===== src/rtl/ahb_pmu_pkg.sv =====
package ahb_pmu_pkg;

    typedef enum logic [1:0] {
        TR_IDLE = 2'b00,
        TR_BUSY = 2'b01,
        TR_NSEQ = 2'b10,
        TR_SEQ  = 2'b11
    } htrans_e;

    typedef enum logic [1:0] {
        RS_OKAY  = 2'b00,
        RS_ERROR = 2'b01,
        RS_RETRY = 2'b10,
        RS_SPLIT = 2'b11
    } hresp_e;

    // event slot order, also the bit order of the wrap flags
    localparam int EV_GNT = 0;
    localparam int EV_XFR = 1;
    localparam int EV_RTY = 2;
    localparam int EV_SPL = 3;
    localparam int EV_LAT = 4;
    localparam int EV_NUM = 5;

endpackage


===== src/rtl/ahb_pmu_evt_detect.sv =====
module ahb_pmu_evt_detect
    import ahb_pmu_pkg::*;
#(
    parameter int NMST  = 16,
    parameter int NSLV  = 8,
    parameter int MST_W = $clog2(NMST),
    parameter int SLV_W = $clog2(NSLV)
) (
    input  logic              clk,
    input  logic              rst_n,
    input  logic [MST_W-1:0]  cfg_mst,
    input  logic [SLV_W-1:0]  cfg_slv,
    input  logic [MST_W-1:0]  hmaster,
    input  logic [1:0]        htrans,
    input  logic [1:0]        hresp,
    input  logic              hready,
    input  logic [NSLV-1:0]   hsel,
    input  logic [NMST-1:0]   hbusreq,
    input  logic [NMST-1:0]   hgrant,
    output logic [EV_NUM-1:0] evt
);

    // owner of the last ready-qualified address phase
    typedef struct packed {
        logic [MST_W-1:0] last_mst;
        logic             last_vld;
    } trk_t;

    trk_t trk_d, trk_q;

    logic mst_hit;
    logic fresh_owner;
    logic is_nseq;

    always_comb begin
        trk_d       = trk_q;
        evt         = '0;
        mst_hit     = (hmaster == cfg_mst);
        is_nseq     = (htrans == TR_NSEQ);
        fresh_owner = !trk_q.last_vld || (trk_q.last_mst != hmaster);

        // new tenure or new transaction of the watched master
        evt[EV_GNT] = hready && mst_hit && (is_nseq || fresh_owner);
        // transfer start, counted on the accepted cycle only
        evt[EV_XFR] = hready && mst_hit && is_nseq;
        // first cycle of a two-cycle RETRY response
        evt[EV_RTY] = !hready && mst_hit && (hresp == RS_RETRY);
        // first cycle of a two-cycle SPLIT response from the watched slave
        evt[EV_SPL] = !hready && hsel[cfg_slv] && (hresp == RS_SPLIT);
        // duration: waiting for the bus
        evt[EV_LAT] = hbusreq[cfg_mst] && !hgrant[cfg_mst];

        if (hready) begin
            trk_d.last_mst = hmaster;
            trk_d.last_vld = 1'b1;
        end
    end

    always_ff @(posedge clk or negedge rst_n) begin
        if (!rst_n) begin
            trk_q <= '0;
        end else begin
            trk_q <= trk_d;
        end
    end

    // a legal two-cycle response never yields two retry events in a row
    p_retry_once_r4: assert property (@(posedge clk) disable iff (!rst_n)
        evt[EV_RTY] |=> !evt[EV_RTY]);

    // same for split
    p_split_once_r5: assert property (@(posedge clk) disable iff (!rst_n)
        evt[EV_SPL] |=> !evt[EV_SPL]);

    // a SEQ beat continuing the same owner's tenure is not a new grant
    p_seq_no_grant_r2: assert property (@(posedge clk) disable iff (!rst_n)
        (hready && (htrans == TR_SEQ) && trk_q.last_vld &&
         (trk_q.last_mst == hmaster)) |-> !evt[EV_GNT]);

endmodule


===== src/rtl/ahb_pmu_counter.sv =====
module ahb_pmu_counter #(
    parameter int CNT_W = 32
) (
    input  logic             clk,
    input  logic             rst_n,
    input  logic             clr,
    input  logic             inc,
    output logic [CNT_W-1:0] cnt,
    output logic             ovf
);

    typedef struct packed {
        logic [CNT_W-1:0] cnt;
        logic             ovf;
    } ctr_t;

    ctr_t ctr_d, ctr_q;

    always_comb begin
        ctr_d = ctr_q;
        if (clr) begin
            ctr_d.cnt = '0;
            ctr_d.ovf = 1'b0;
        end else if (inc) begin
            ctr_d.cnt = ctr_q.cnt + CNT_W'(1);
            if (&ctr_q.cnt) begin
                ctr_d.ovf = 1'b1;
            end
        end
    end

    always_ff @(posedge clk or negedge rst_n) begin
        if (!rst_n) begin
            ctr_q <= '0;
        end else begin
            ctr_q <= ctr_d;
        end
    end

    assign cnt = ctr_q.cnt;
    assign ovf = ctr_q.ovf;

    // clear wins
    p_clear_r9: assert property (@(posedge clk) disable iff (!rst_n)
        clr |=> (cnt == '0) && !ovf);

    // one step per event
    p_step_r7: assert property (@(posedge clk) disable iff (!rst_n)
        (inc && !clr) |=> (cnt == $past(cnt) + CNT_W'(1)));

    // nothing moves without an event
    p_hold_r8: assert property (@(posedge clk) disable iff (!rst_n)
        (!inc && !clr) |=> $stable(cnt) && $stable(ovf));

    // wrap raises the flag
    p_wrap_flag_r10: assert property (@(posedge clk) disable iff (!rst_n)
        (inc && !clr && (&cnt)) |=> ovf && (cnt == '0));

    // flag is sticky
    p_sticky_r10: assert property (@(posedge clk) disable iff (!rst_n)
        (ovf && !clr) |=> ovf);

endmodule


===== src/rtl/ahb_evt_monitor.sv =====
module ahb_evt_monitor
    import ahb_pmu_pkg::*;
#(
    parameter int NMST  = 16,
    parameter int NSLV  = 8,
    parameter int CNT_W = 32,
    parameter int MST_W = $clog2(NMST),
    parameter int SLV_W = $clog2(NSLV)
) (
    input  logic              clk,
    input  logic              rst_n,
    input  logic [MST_W-1:0]  cfg_mst,
    input  logic [SLV_W-1:0]  cfg_slv,
    input  logic              en,
    input  logic              clr,
    input  logic [MST_W-1:0]  hmaster,
    input  logic [1:0]        htrans,
    input  logic [1:0]        hresp,
    input  logic              hready,
    input  logic [NSLV-1:0]   hsel,
    input  logic [NMST-1:0]   hbusreq,
    input  logic [NMST-1:0]   hgrant,
    output logic [CNT_W-1:0]  cnt_grant,
    output logic [CNT_W-1:0]  cnt_xfer,
    output logic [CNT_W-1:0]  cnt_retry,
    output logic [CNT_W-1:0]  cnt_split,
    output logic [CNT_W-1:0]  cnt_lat,
    output logic [EV_NUM-1:0] ovf
);

    logic [EV_NUM-1:0]            evt;
    logic [EV_NUM-1:0]            inc;
    logic [EV_NUM-1:0][CNT_W-1:0] cnt_vec;

    ahb_pmu_evt_detect #(
        .NMST  (NMST),
        .NSLV  (NSLV),
        .MST_W (MST_W),
        .SLV_W (SLV_W)
    ) u_detect (
        .clk     (clk),
        .rst_n   (rst_n),
        .cfg_mst (cfg_mst),
        .cfg_slv (cfg_slv),
        .hmaster (hmaster),
        .htrans  (htrans),
        .hresp   (hresp),
        .hready  (hready),
        .hsel    (hsel),
        .hbusreq (hbusreq),
        .hgrant  (hgrant),
        .evt     (evt)
    );

    assign inc = evt & {EV_NUM{en}};

    for (genvar i = 0; i < EV_NUM; i++) begin : g_ctr
        ahb_pmu_counter #(
            .CNT_W (CNT_W)
        ) u_ctr (
            .clk   (clk),
            .rst_n (rst_n),
            .clr   (clr),
            .inc   (inc[i]),
            .cnt   (cnt_vec[i]),
            .ovf   (ovf[i])
        );
    end

    assign cnt_grant = cnt_vec[EV_GNT];
    assign cnt_xfer  = cnt_vec[EV_XFR];
    assign cnt_retry = cnt_vec[EV_RTY];
    assign cnt_split = cnt_vec[EV_SPL];
    assign cnt_lat   = cnt_vec[EV_LAT];

    // enable low freezes the whole bank
    p_enable_gate_r8: assert property (@(posedge clk) disable iff (!rst_n)
        (!en && !clr) |=> $stable(cnt_vec) && $stable(ovf));

    // clear empties the whole bank
    p_bank_clear_r9: assert property (@(posedge clk) disable iff (!rst_n)
        clr |=> (cnt_vec == '0) && (ovf == '0));

endmodule


===== config.mk =====
export PLATFORM = sky130hd
export DESIGN_NAME = ahb_evt_monitor
export DESIGN_NICKNAME = d
export VERILOG_FILES = /design/src/rtl/ahb_pmu_pkg.sv /design/src/rtl/ahb_pmu_evt_detect.sv /design/src/rtl/ahb_pmu_counter.sv /design/src/rtl/ahb_evt_monitor.sv
export SDC_FILE = /design/constraint.sdc
export NUM_CORES = 1
export LEC_CHECK = 0
export ABC_AREA = 1
export BUFFER_PORTS_ARGS = -buffer_cell sky130_fd_sc_hd__buf_2
export CAP_MARGIN = 0
export CORE_UTILIZATION = 40
export CTS_CLUSTER_DIAMETER = 120
export DETAILED_ROUTE_END_ITERATION = 12
export GPL_TIMING_DRIVEN = 1
export PLACE_DENSITY = 0.71
export RECOVER_POWER = 25
export SLEW_MARGIN = 15
export SYNTH_ARGS = -nofsm -noshare
export SYNTH_HDL_FRONTEND = slang
export SYNTH_SLANG_ARGS = --single-unit

===== constraint.sdc =====
create_clock -name clk -period 1.6 [get_ports clk]
set_input_delay 0.16 -clock clk [delete_from_list [all_inputs] [get_ports clk]]
set_output_delay 0.16 -clock clk [all_outputs]
set_load 0.05 [all_outputs]

After elaboration in Yosys (flattened, before gate mapping):

Index checks and enable logic that the tools add are counted.

* add/subtract/negate cells: 5
* $lt $le $gt $ge: 2
* eq/ne operators: 5
* muxes and demuxes: 21
* bitwise gates (word level): 1
* reduce and logical (&&, ||, !) cells: 33

Operator list (number)
* 33-bit two-way mux: 10
* 32-bit by 1-bit adder with 32-bit output, second input constant: 5
* 32-bit AND reduction: 5
* 2-bit nonzero test: 10
* 2-bit AND reduction: 5
* 1-bit binary-select mux with 4-bit select: 2
* 1-bit logical AND: 8
* 1-bit two-way mux: 8
* 2-bit == test, second input constant: 3
* 5-bit AND: 1
* 4-bit by 5-bit < comparator with 1-bit output, second input constant: 1
* 4-bit == test: 1
* 3-bit by 4-bit < comparator with 1-bit output, second input constant: 1
* 4-bit != test: 1
* 1-bit binary-select mux with 3-bit select: 1
* 1-bit zero test: 3
* 1-bit logical OR: 2

* register bits after elaboration: 170
* input port bits: 60
* output and inout bits: 165
* word-level logic and storage cells: 79

Logic depth before layout (Yosys ltp):

Gate-level depths: netlist of the first run.

* depth after elaboration: 7
* depth in mapped cells: 14

Modules after synthesis:

From an unflattened synthesis of the first run, not the netlist that was laid out.

* cell total of the unflattened synthesis: 1541
* area total of the unflattened synthesis: 10432.5 µm²

Modules (own cells, without submodules)
* ahb_pmu_counter: times used 5, cells each 281, area each 1933.1 µm²
* ahb_pmu_evt_detect: times used 1, cells each 126, area each 729.4 µm²
* ahb_evt_monitor: times used 1, cells each 10, area each 37.5 µm²

Worst setup path after synthesis of the first run:

OpenSTA, ideal clock, no wires.

* kind: flip-flop to flip-flop
* from: register g_ctr[4].u_ctr.ctr_q, in the netlist g_ctr[4].u_ctr.cnt[1]
* to: register g_ctr[4].u_ctr.ctr_q, in the netlist g_ctr[4].u_ctr.ovf
* setup time: 0.117 ns
* arrival time: 1.960 ns
* data required time: 1.483 ns
* path slack: -0.477 ns
* cell stages (with the launch flop): 13
* path buffers: 0
* period minus slack after synthesis: 2.077 ns
* cell sequence: dfrtp_1 -> ha_1 -> nand2_1 -> nor2_1 -> nand2_1 -> nor2_2 -> inv_1 -> nor2_1 -> nand3_1 -> nand2_1 -> nand2_1 -> nand2_1 -> nand2_1

* longest elaborated chain between the ends: 3

RTL lines
* start: declaration: line ahb_pmu_counter.sv:17 `ctr_t ctr_d, ctr_q;`
* start signal: assignment: line ahb_pmu_counter.sv:36 `ctr_q <= ctr_d;`
* 32-bit AND reduction: line ahb_pmu_counter.sv:26 `if (&ctr_q.cnt) begin`
* 2-bit nonzero test (no line)
* 2-bit AND reduction (no line)

No other way between the ends.
A chain may end at the register's enable or synchronous reset.

Worst setup path in the final report of the first run:

* from: register g_ctr[3].u_ctr.ctr_q, in the netlist g_ctr[3].u_ctr.cnt[11]
* to: register g_ctr[3].u_ctr.ctr_q, in the netlist g_ctr[3].u_ctr.ovf

* longest elaborated chain between the ends: 3

RTL lines (line)
* start: declaration: ahb_pmu_counter.sv:17
* start signal: assignment: ahb_pmu_counter.sv:36
* 32-bit AND reduction: ahb_pmu_counter.sv:26
* 2-bit nonzero test (no line)
* 2-bit AND reduction (no line)

No other way between the ends.

==> results of run 1 <==
## critical path, stage by stage (launching register included)
cell and delay, ps:
dfrtp_2 400, inv_1 90, nor3_2 280, nand2_1 160, nor2_4 150, nand4_1 130, o211ai_1 210, nand2_1 70
## through the flow
step	std cells	setup TNS [ps]	setup WS, ps
global placement	2417	-14840	-325
global route	2503	-1490	-138
detailed placement	2417	-17680	-370
finish	2503	-7.61	-7.61
CTS	2459	-0.446	-0.446
floorplan	1700	-718	-103
## cells in the final DEF, fill, tap and decap left out, types with 27 or more instances in the layout
cell type	n
buf_2	223
buf_4	195
dfrtp_1	46
dfrtp_2	124
inv_1	141
nand2_1	509
nand2_2	34
nand3_1	110
nand4_1	79
nor2_1	156
nor2_2	37
nor2_4	29
nor3_2	48
o21ai_0	93
xnor2_1	27
xor2_1	49
## worst min-delay path by stage
| stage | startpoint | end | slack (ps) | cells past startpoint |
|---|---|---|---|---|
| floorplan | rst_n | g_ctr[0].u_ctr.cnt[0] | -140 | 0 |
| global placement | rst_n | g_ctr[2].u_ctr.cnt[25] | 120 | 1 |
| detailed placement | rst_n | g_ctr[2].u_ctr.cnt[25] | 120 | 1 |
| CTS | hmaster[0] | u_detect.trk_q[1] | 40 | 4 |
| global route | hmaster[3] | u_detect.trk_q[4] | 70 | 4 |
| finish | hmaster[0] | u_detect.trk_q[1] | 60 | 4 |
## final cells by class
class	instances	area, µm²	area share
clock buffer	20	447	0.0274
clock inverter	12	116	0.00714
inverter	167	644	0.0395
sequential	170	4410	0.271
multi-input combinational	1311	7210	0.443
timing repair buffer	445	2990	0.184
tap	378	473	0.0290
## flip-flops by register name (all words and copies together), names as in the netlist
| signal | flops |
|---|---|
| g_ctr.u_ctr.cnt | 160 |
| g_ctr.u_ctr.ovf | 5 |
| u_detect.trk_q | 5 |
## cells in the mapped netlist
| library cell | n | share of area |
|---|---|---|
| a21o_1 | 4 | 0.0027 |
| a21oi_1 | 10 | 0.0044 |
| a31oi_1 | 2 | 0.0011 |
| and2_1 | 2 | 0.0011 |
| buf_1 | 7 | 0.0023 |
| buf_2 | 13 | 0.0057 |
| buf_4 | 8 | 0.0053 |
| buf_6 | 9 | 0.0089 |
| clkbuf_1 | 15 | 0.0050 |
| clkinv_1 | 1 | 0.00033 |
| dfrtp_1 | 170 | 0.38 |
| ha_1 | 5 | 0.0055 |
| inv_1 | 158 | 0.052 |
| inv_2 | 8 | 0.0027 |
| nand2_1 | 553 | 0.18 |
| nand2_2 | 4 | 0.0022 |
| nand3_1 | 118 | 0.052 |
| nand3_2 | 1 | 0.00088 |
| nand3b_1 | 12 | 0.0080 |
| nand4_1 | 79 | 0.044 |
| nor2_1 | 219 | 0.073 |
| nor2_2 | 3 | 0.0017 |
| nor3_1 | 80 | 0.035 |
| nor3_2 | 2 | 0.0018 |
| nor3b_1 | 7 | 0.0046 |
| nor4_1 | 4 | 0.0022 |
| o211ai_1 | 2 | 0.0013 |
| o21ai_0 | 104 | 0.046 |
| o21ai_1 | 13 | 0.0057 |
| o21bai_1 | 1 | 0.00066 |
| o31ai_1 | 7 | 0.0046 |
| or2_2 | 2 | 0.0011 |
| xnor2_1 | 28 | 0.022 |
| xor2_1 | 49 | 0.038 |
## per-layer routing
layer  vias to the layer above  GRT usage  wire, µm
met4                         0     0.0776       845
met2                       595      0.455     19200
li1                       6341          -         -
met1                      6247      0.344     16700
met3                        78     0.0453      2780
met5                         -          0         0
## report_power, final
group          total (mW)  switching, mW  internal [mW]
logic               0.910          0.589          0.320
clock network        4.13           1.91           2.21
registers            4.36         0.0340           4.33
total                9.40           2.53           6.86
## cells by family (layout without fill, tap and decap cells)
family / Yosys count / after routing / share of synthesized area
XOR/XNOR: 77 / 77 / 0.0595
AND/OR/NAND/NOR: 1086 / 1086 / 0.410
AO/OA/AOI/OAI: 143 / 143 / 0.0665
buffers and inverters: 219 / 644 / 0.0826
adder cells (fa/ha/maj): 5 / 5 / 0.00552
flip-flops: 170 / 170 / 0.375
## repair_timing
item | CTS | global route
pin swaps | 9 | 64
resized for setup | 29 | 210
hold buffers | 1 | 0
hold endpoints to repair | 40 | 0
gates cloned | 0 | 2
setup buffers | 9 | 44
setup endpoints to repair | 37 | 123
==> flow_summary.toml, run 1 <==
[run_status]
status = "finished with violations"
violations = "setup timing"

[floorplan]
design.die.area_um2 = 29000
die_width_um = 170
start_util = 0.407
fp.coreArea_um2 = 27900
dieHeight_um = 170
rows = 61
io_pins = 225

[setup_path]
crit_type = "reg2reg"
worst-path-max-fanout = 3
r2r_end = "g_ctr[3].u_ctr.ovf"
timing.rr.start = "g_ctr[3].u_ctr.cnt[11]"
cp.arrival_ps = 1920
r2r_setup_slack_ps = -8
critPathCapture = "g_ctr[3].u_ctr.ovf"
startpoint_type = "flop"
rr_worst_depth = 7
crit_start = "g_ctr[3].u_ctr.cnt[11]"
cp.required_ps = 1910
crit_path_end_kind = "flop"

[sta]
whs_ps = 61.5
setup_viol = 1
worst_slew_pin_slew_ps = 1110
final.setup.worst_slack_ps = -7.61
fin_skew_ps = 17.5
maxSlewHeadroom = 0.262
period_minus_slack_ps = 1610
rsz0062_at_grt = "true"
period_share = 1.00
fmax_mhz = 622
finalMaxSlewViolations = 0
hold_violations = 0

[synthesis]
syn_inst = 1700
ys_warn_count = 0
ys_seq_area_frac = 0.375
syn_nets = 1765
syn-cell-area_um2 = 11300
ys_types = 34
synth_seq_cells = 170
synth_area_per_cell_um2 = 6.66

[job]
cap_violations = 0

[cts]
htree_levels = 4
clockBufferDepth = 2
insertion_delay_ps = 430
cts_buffers = 17
root_buffer = "clkbuf_16"
cts.sinks = 170
path_clk_slew_ps = 70
cts_tree = "done"

[route]
viasPerCell = 5.30
ant_nets = 0
vias = 13261
drtPass1Iterations = 6
wirelength_mm = 39.4
drc = 0
drt_iter0_drc = 1012
wl_per_cell_um = 15.8

[layout]
antennaDiodeCount = 0
area_delta_synth_final_pct = 43.8
drive_gt1_frac = 0.389
design_area_um2 = 16300
nNetsFinal = 2177
fill_cells = 2559
fin_util = 0.585

[placed_design]
hpwl_mm = 28.7
io_buffer_count = 224
gp_congestion = 0.971
post_dp_cell_area_um2 = 14500

[global_route]
grt-ovfl-total = 0
grt_antenna_before_repair = 0
grt_use_total = 0.266
grt_pass1_wl_mm = 61.7
grt_pass1_vias = 12362
grt_start_max_net_pins = 63

[power_and_ir_drop]
power_mw = 9.40
power.leakage_nw = 7.62
peakVddDrop_mv = 0.599
power_density_nw_per_um2 = 577

[worst_hold_path]
hold_class = "in2reg"
No activity file was read; power rests on OpenSTA's default activity.
==> run 2: changes to the inputs <==
clock period = 1.4 ns   (was 1.6 ns; I/O delays follow)
==> flow_summary.toml, run 2 (synthesis gave the netlist of run 1 again) <==
[run_status]
status = "finished with violations"
violations = "setup timing"

[global_route]
grt_pass1_wl_mm = 70.5
grt-ovfl-total = 0
grt_start_max_net_pins = 41
grt_antenna_before_repair = 0
grt_use_total = 0.307
grt_pass1_vias = 14235

[setup_path]
cp.required_ps = 1730
crit_path_end_kind = "flop"
worst-path-max-fanout = 3
startpoint_type = "flop"
cp.arrival_ps = 2010
crit_type = "reg2reg"

[sta]
rsz0062_at_grt = "true"
setup_viol = 162
worst_slew_pin_slew_ps = 836
maxSlewHeadroom = 0.442
period_share = 1.20
whs_ps = 28.5
final.setup.worst_slack_ps = -284
fmax_mhz = 594
period_minus_slack_ps = 1680
fin_skew_ps = 15.1
hold_violations = 0
finalMaxSlewViolations = 0

[layout]
nNetsFinal = 2393
fin_cells = 2719
largest_register_ffs = 160
layout_commonest_cell = "nand2_1"
antennaDiodeCount = 0
drive_gt1_frac = 0.558
area_delta_synth_final_pct = 78.2
fin_util = 0.725
most-common-layout-cells = "nand2_1, buf_4, buf_2, dfrtp_2, nor2_1"

[power_and_ir_drop]
power.leakage_nw = 10.1
power_mw = 11.3
peakVddDrop_mv = 0.789
power_density_nw_per_um2 = 560

[route]
wirelength_mm = 50.4
vias = 15314
drc = 0
ant_nets = 0
drt_iter0_drc = 1707
drtPass1Iterations = 6
wl_per_cell_um = 18.6
viasPerCell = 5.63

[floorplan]
io_pins = 225
design.die.area_um2 = 29000
dieHeight_um = 170
rows = 61
die_width_um = 170
fp.coreArea_um2 = 27900
start_util = 0.407

[placed_design]
dp.cells = 2585
hpwl_mm = 31.3
gp_congestion = 0.971
io_buffer_count = 224
dpl_worst_slack_ps = -646

[cts]
root_buffer = "clkbuf_16"
cts_tree = "done"
htree_levels = 4
clockBufferDepth = 2
cts.sinks = 170
insertion_delay_ps = 450
cts_buffers = 17
path_clk_slew_ps = 70

[job]
cap_violations = 0

[worst_hold_path]
hold_class = "in2reg"
run 2: cell count changes in the layout (fill, tap and decap cells not counted), sizes merged:
cell and delta:
buf +199, bufinv +1, clkbuf +13, clkinv +1, clkinvlp +3, dlygate4sd3 +3
inv -4
run 2: timing repair:
action	CTS	global route
hold buffers	4	0
gates cloned	0	4
setup endpoints to repair	143	203
pin swaps	143	208
hold endpoints to repair	149	0
setup buffers	46	72
gates resized for setup	294	416
run 2: metal layers:
| layer | GRT usage | routed length (µm) | share of wire | vias to the layer above |
|---|---|---|---|---|
| li1 | - | - | - | 6794 |
| met1 | 0.372 | 19200 | 0.38 | 7323 |
| met2 | 0.533 | 24800 | 0.49 | 954 |
| met3 | 0.0521 | 3970 | 0.079 | 243 |
| met4 | 0.138 | 2500 | 0.049 | 0 |
| met5 | 0 | 0 | 0 | - |
run 2: cell type report:
cell class | count | area (µm²)
sequential | 170 | 4440
clock inverter | 12 | 139
multi-input combinational | 1311 | 8640
fill | 1830 | 7670
clock buffer | 20 | 467
inverter | 167 | 711
tap | 378 | 473
timing repair inverter | 1 | 16.3
timing repair buffer | 660 | 5310
run 2: through the flow:
stage / instance area [µm²] / TNS [ps]
2_1_floorplan: 12400 / -11360
3_3_place_gp: 16300 / -32690
3_5_place_dp: 16300 / -38540
4_1_cts: 18300 / -8720
5_1_grt: 20200 / -31110
6_report: 20200 / -18060
run 2: where the power goes:
part | internal (mW) | switching [mW] | leakage [nW] | total, mW
combinational | 0.461 | 0.788 | 7.72 | 1.25
clock | 2.80 | 2.27 | 0.286 | 5.07
sequential | 4.94 | 0.0401 | 2.12 | 4.98
run 2: final timing paths:
| check | start | endpoint | slack (ps) | cells after the start |
|---|---|---|---|---|
| setup / recovery | g_ctr[4].u_ctr.cnt[1] | g_ctr[4].u_ctr.cnt[14] | -280 | 11 |
| hold reg to reg | u_detect.trk_q[0] | u_detect.trk_q[0] | 470 | 2 |
| hold / removal | hmaster[2] | u_detect.trk_q[3] | 30 | 4 |
| setup reg to reg | g_ctr[4].u_ctr.cnt[1] | g_ctr[4].u_ctr.cnt[14] | -280 | 11 |
| max in group asynchronous | rst_n | g_ctr[0].u_ctr.cnt[24] | 70 | 4 |
| min in group asynchronous | rst_n | g_ctr[0].u_ctr.cnt[31] | 330 | 2 |
run 2: worst max-delay path, cell delays in order, from the launching register on:
cell	delay (ps)
dfrtp_2	410
ha_4	160
nand2_4	50
nor2_4	160
nand2_4	90
buf_6	130
buf_6	110
nor2_4	130
xnor2_2	120
nor2_1	60
nand2_1	90
nand2_1	70
